File: config.mk
export PLATFORM = sky130hd
export DESIGN_NAME = sram_page_mapper
export DESIGN_NICKNAME = d
export VERILOG_FILES = /design/src/rtl/sram_page_mapper.sv
export SDC_FILE = /design/constraint.sdc
export NUM_CORES = 2
export LEC_CHECK = 0
export BUFFER_PORTS_ARGS = -buffer_cell sky130_fd_sc_hd__buf_4
export CORE_MARGIN = 5
export CORE_UTILIZATION = 25
export DETAILED_ROUTE_END_ITERATION = 12
export SETUP_SLACK_MARGIN = 0.02
export SLEW_MARGIN = 10
export SYNTH_ARGS = -nofsm -noshare
export SYNTH_HDL_FRONTEND = slang
export SYNTH_SLANG_ARGS = --single-unit
File: constraint.sdc
create_clock -name clk -period 5 [get_ports clk]
set_input_delay 0.75 -clock clk [delete_from_list [all_inputs] [get_ports clk]]
set_output_delay 0.75 -clock clk [all_outputs]
set_load 0.01 [all_outputs]
File: src/rtl/sram_page_mapper.sv
module sram_page_mapper #(
  parameter int SIZE0_KB = 512,
  parameter int SIZE1_KB = 512,
  parameter int SIZE2_KB = 512,
  parameter int S2_MODE  = 2,
  parameter int NUM_MAPS = 32
) (
  input  logic        clk,
  input  logic        rst_n,
  input  logic [15:0] cpu_addr,
  input  logic        cpu_wr,
  input  logic [7:0]  sys_rdata,
  input  logic [7:0]  mem_rdata,
  input  logic        io_en,
  input  logic        io_wr,
  input  logic [15:0] io_addr,
  input  logic [7:0]  io_wdata,
  output logic [7:0]  cpu_rdata,
  output logic [7:0]  io_rdata,
  output logic        sys_pass,
  output logic [15:0] sys_addr,
  output logic [1:0]  phys_sock,
  output logic [18:0] phys_addr,
  output logic        phys_valid,
  output logic        phys_we,
  output logic        phys_flash
);
  localparam int MAPW  = $clog2(NUM_MAPS);
  localparam int ACTW  = $clog2(NUM_MAPS + 1);
  localparam int ENTS  = NUM_MAPS * 8;
  localparam int IDXW  = MAPW + 3;

  function automatic logic [5:0] fold(input int kb);
    return (kb == 0) ? 6'd0 : 6'((kb - 1) >> 3);
  endfunction

  localparam logic [5:0] FOLD0 = fold(SIZE0_KB);
  localparam logic [5:0] FOLD1 = fold(SIZE1_KB);
  localparam logic [5:0] FOLD2 = fold(SIZE2_KB);
  localparam logic [2:0] POP   = {SIZE2_KB != 0, SIZE1_KB != 0, SIZE0_KB != 0};

  logic [ACTW-1:0] act;
  logic [7:0]      tbl [ENTS];

  logic [MAPW-1:0] act_m1;
  logic [7:0]      ent;
  logic [1:0]      io_sock, sock;
  logic [5:0]      fmask;
  logic            sock_pop, io_pop, pass, in_tbl;

  assign act_m1   = MAPW'(act - ACTW'(1));
  assign ent      = tbl[{act_m1, cpu_addr[15:13]}];
  assign io_sock  = (io_addr[1:0] == 2'd3) ? 2'd0 : io_addr[1:0];
  assign sock     = io_en ? io_sock : ent[7:6];
  assign pass     = !io_en && (act == '0 || ent[7:6] == 2'd3);
  assign in_tbl   = (io_addr[15:IDXW+2] == '0) && (io_sock == 2'd0);

  always_comb begin
    case (sock)
      2'd0:    fmask = FOLD0;
      2'd1:    fmask = FOLD1;
      2'd2:    fmask = FOLD2;
      default: fmask = 6'd0;
    endcase
  end

  assign sock_pop = (sock != 2'd3) && POP[sock];
  assign io_pop   = POP[io_sock];

  assign sys_pass   = pass;
  assign sys_addr   = !pass ? 16'h0 :
                      (act == '0) ? cpu_addr : {ent[2:0], cpu_addr[12:0]};
  assign phys_sock  = sock;
  assign phys_addr  = io_en ? {5'b0, io_addr[15:2]} : {ent[5:0] & fmask, cpu_addr[12:0]};
  assign phys_valid = !pass && sock_pop;
  assign phys_we    = phys_valid && (io_en ? io_wr : cpu_wr) &&
                      !(sock == 2'd2 && S2_MODE == 1);
  assign phys_flash = phys_valid && sock == 2'd2 && S2_MODE == 2;
  assign cpu_rdata  = pass ? sys_rdata : (phys_valid ? mem_rdata : 8'hFF);
  assign io_rdata   = io_pop ? mem_rdata : 8'hFF;

  always_ff @(posedge clk or negedge rst_n) begin
    if (!rst_n) begin
      act <= '0;
      for (int i = 0; i < ENTS; i++) tbl[i] <= 8'hFF;
    end else if (io_en && io_wr) begin
      if (io_addr[1:0] == 2'd3)
        act <= ACTW'(io_wdata[MAPW-1:0]) + ACTW'(1);
      if (in_tbl)
        tbl[io_addr[IDXW+1:2]] <= POP[0] ? io_wdata : 8'hFF;
    end
  end

  a_r1_map0_passthrough: assert property (@(posedge clk) disable iff (!rst_n)
    (act == '0 && !io_en) |-> (sys_pass && sys_addr == cpu_addr && !phys_valid));

  a_r2_control_select: assert property (@(posedge clk) disable iff (!rst_n)
    (io_en && io_wr && io_addr[1:0] == 2'd3) |=>
      (act == ACTW'($past(io_wdata[MAPW-1:0])) + ACTW'(1)));

  a_r5_pass_exclusive: assert property (@(posedge clk) disable iff (!rst_n)
    sys_pass |-> (!phys_valid && !phys_we && cpu_rdata == sys_rdata));

  a_r6_empty_reads_ff: assert property (@(posedge clk) disable iff (!rst_n)
    (!io_en && !sys_pass && !phys_valid) |-> (cpu_rdata == 8'hFF && !phys_we));

  a_r10_rom_drops_write: assert property (@(posedge clk) disable iff (!rst_n)
    (S2_MODE == 1 && phys_sock == 2'd2) |-> !phys_we);

  a_r8_io_empty_ff: assert property (@(posedge clk) disable iff (!rst_n)
    (io_en && !POP[io_sock]) |-> io_rdata == 8'hFF);
endmodule

==> run_results.csv <==
group,metric,value,unit
outcome,outcome,"finished with violations",
outcome,violations,"setup timing",
drt,via_per_inst,4.77,
drt,post-route-drc-count,0,
pwr,power.density,337,nW/um2
yosys,syn_area,97300,um2
timing,fin_ws,-232,ps
cells_and_area,layout_common_cells,"2074 x mux2_2, 2048 x dfstp_2, 569 x mux4_2",
setup_path,max_stage_delay,700,ps
place,gp_congestion,0.848,
setup_path,r2r_cells,5,
global_route,grt_pass1_vias,60700,
drt,wirelength,284000,um
yosys,synthArstFlopShare,100,%
timing,finClkSkew,0,ps
global_route,antenna_found_initial,7,
yosys,seq_area_frac_synth,55.5,%
pwr,power.internal,28.7,mW
yosys,synthCells,6007,
global_route,grt_pass1_wl,424000,um
clock_network,clk_pin_slew,60,ps
timing,whs,61.9,ps
yosys,syn_nets,6073,
pwr,power,38.9,mW
floorplan,start_util,25.1,%
job,max_cap_viol_count,0,
yosys,avgSynthCellArea,16.2,um2
setup_path,crit_required,4250,ps
cells_and_area,nets,6413,
place,place_area,106000,um2
timing,maxSlewHeadroom,19.8,%
timing,tightest_slew,1200,ps
yosys,ys_seq_elements,2054,
setup_path,crit_chain,"clkinv_4 > ha_4 > buf_12 > bufbuf_16 > buf_4 > nor3_1 > a2111oi_4 > buf_4 > nand2_2 > a221o_1 > nor2_4 > buf_12 > buf_4 > a2111oi_4 > buf_4 > buf_6",
pwr,comb_power_share,14.2,%
setup_path,endpoint_kind,"primary output",
timing,rsz0062_at_grt,"true",
cells_and_area,drive_gt1_share,87.9,%
floorplan,coreArea,388000,um2
global_route,overflow,0,
timing,drv_slew,0,
floorplan,dieArea,402000,um2
timing,period_minus_slack,5230,ps
yosys,yosys_most_used_dff,"dfstp_2",
setup_path,cp.depth,16,
drt,vias,56000,
timing,fmax,191,MHz
clock_network,cts_sinks,2054,
hold_path,hp-class,"in2async",
pwr,peakVddDrop,386,uV
setup_path,timing.rr.end,"act[0]",
setup_path,reg2reg_from,"act[0]",
place,numPortBuffers,117,
yosys,synthDominantCellAreaShare,55.3,%
clock_network,numCtsBuffers,220,
setup_path,cp_num_buf_inv,9,
timing,finalCritPeriodShare,105,%
setup_path,cp_top_family,"buffers and inverters",
global_route,grt_usage,13.9,%
setup_path,cp-start-kind,"flop",
drt,routedWlPerCell,24.2,um
pwr,p_clk_share,42.8,%
yosys,synth_area_leaders,"dfstp_2 55%, mux2_2 24%, mux4_2 13%, clkbuf_1 1.2%, mux2i_1 0.97%",
pwr,seq_power_share,43.0,%
yosys,synth_area_leader_cell,"dfstp_2",
place,dp_hpwl,185000,um
clock_network,clk_path_buf_depth,3,
drt,first_pass_iters,5,
setup_path,cp.arrival,4480,ps
floorplan,pin_count,118,
drt,final_antenna_net_count,0,
clock_network,clock_tree.root_cell,"clkbuf_16",
setup_path,r2r_slack,3550,ps
timing,finalHoldViolCount,0,
pwr,p_leak,45.4,nW
setup_path,crit_path_frequent_cell,"buf_4",
cells_and_area,fin_util,29.8,%
setup_path,critPathKind,"reg2out",
yosys,ys_warn_count,0,
clock_network,htreeDepth,4,
clock_network,insertion_delay,860,ps
drt,first_iter_violations,3681,
pwr,p_sw,10.3,mW
floorplan,num_rows,229,
floorplan,die_w,634,um
setup_path,cp_slowest_cell,"nor3_1",
yosys,synth_enable_flop_cells,0,
yosys,netlist-cell-type-count,71,
cells_and_area,layout_commonest_cell,"mux2_2",
timing,finalSetupViolCount,34,
clock_network,hold_buffers,0,
pwr,swShare,26.4,%
global_route,grt_max_degree,188,
clock_network,tritoncts,"built",
cells_and_area,syn2layout_area_growth,18.8,%
timing,tns,-2790,ps
setup_path,crit_fanout,7,
cells_and_area,design_area,116000,um2
floorplan,die_h,634,um
-- per-layer routing --
layer	GRT usage, %	wire, um	share of wire, %	vias up
met5	0	13	0.0046	-
met4	4.66	10100	3.6	2
met3	2.57	14300	5.1	474
met2	22.9	137000	48	1294
met1	18.4	122000	43	31000
li1	-	-	-	23200
-- power groups by stage --
stage / Clock, mW / Sequential (mW) / Combinational [mW]
finish: 16.7 / 16.8 / 5.52
global route: 17.7 / 16.7 / 5.74
CTS: 17.0 / 16.8 / 5.28
detailed placement: 0 / 17.0 / 4.34
global placement: 0 / 17.0 / 4.32
floorplan: 0 / 17.0 / 1.96
-- synth_stat cells, types with 5 or more instances --
master     count
a211oi_1       6
a21oi_1       13
a221o_1        5
a22oi_1       48
a31oi_1        9
and2_1         5
and3_1         6
buf_1         16
buf_2         45
buf_4         34
buf_6         28
clkbuf_1     306
dfrtp_1        6
dfstp_2     2048
ha_1           5
inv_1          5
mux2_2      2076
mux2i_1       94
mux4_2       569
nand2_1      236
nand2b_1      23
nand3_1       45
nor2_1       189
nor2b_1       30
nor3_1        24
nor4_1         5
o2111ai_1     11
o211ai_1       5
o21ai_0       11
o22ai_1       16
o31ai_1        5
or3_1          5
xnor2_1        5
-- flip-flops by register name, summed over array words and instances (netlist names) --
signal,count
tbl,2048
act,6
-- metrics by stage --
step                      setup slack (ps)  cells
after floorplan                        646   6007
after global placement                -639  11300
after detailed placement              -617  11300
after CTS                             -335  11700
after global routing                  -278  11700
final                                 -232  11700
-- what timing repair did --
item                                    4_1_cts  5_1_grt
pin swaps                                    39       31
cloned                                        7        2
endpoints found under the setup margin       36       36
gates resized for setup                     150       87
setup buffers                                51       21
-- worst register-to-register path: cells and delay by family (launching register included) --
kind / cells / cell delay (ps)
AO/OA/AOI/OAI: 1 / 90
buffers and inverters: 3 / 600
flip-flops: 1 / 500
AND/OR/NAND/NOR: 1 / 100
-- worst max path at each step --
stage                 startpoint             to  slack, ps
finish                    act[0]  phys_addr[17]       -230
global route              act[0]  phys_addr[17]       -280
CTS                       act[0]  phys_addr[18]       -330
detailed placement  cpu_addr[13]  phys_addr[18]       -620
global placement    cpu_addr[13]  phys_addr[18]       -640
floorplan                 act[0]   sys_addr[15]        650
-- final cells by class --
class                           count  area, um2
Fill cell                       38000     273000
Sequential cell                  2054      54000
Multi-Input combinational cell   3509      42200
Clock buffer                      349       6740
Tap cell                         5197       6500
Timing Repair Buffer              554       5450
Clock inverter                     60        699
Inverter                            8       35.0
Antenna cell                        2       5.00
-- cell families after synthesis --
group,count (synthesis),synth area share [%]
compound gates,169,1.34
buf+inv,444,2.22
fa+ha+maj,5,0.0643
mux,2739,38.2
flops,2054,55.5
simple gates,587,2.64
xor+xnor,9,0.0810
Power figures use the tool's default switching activity.
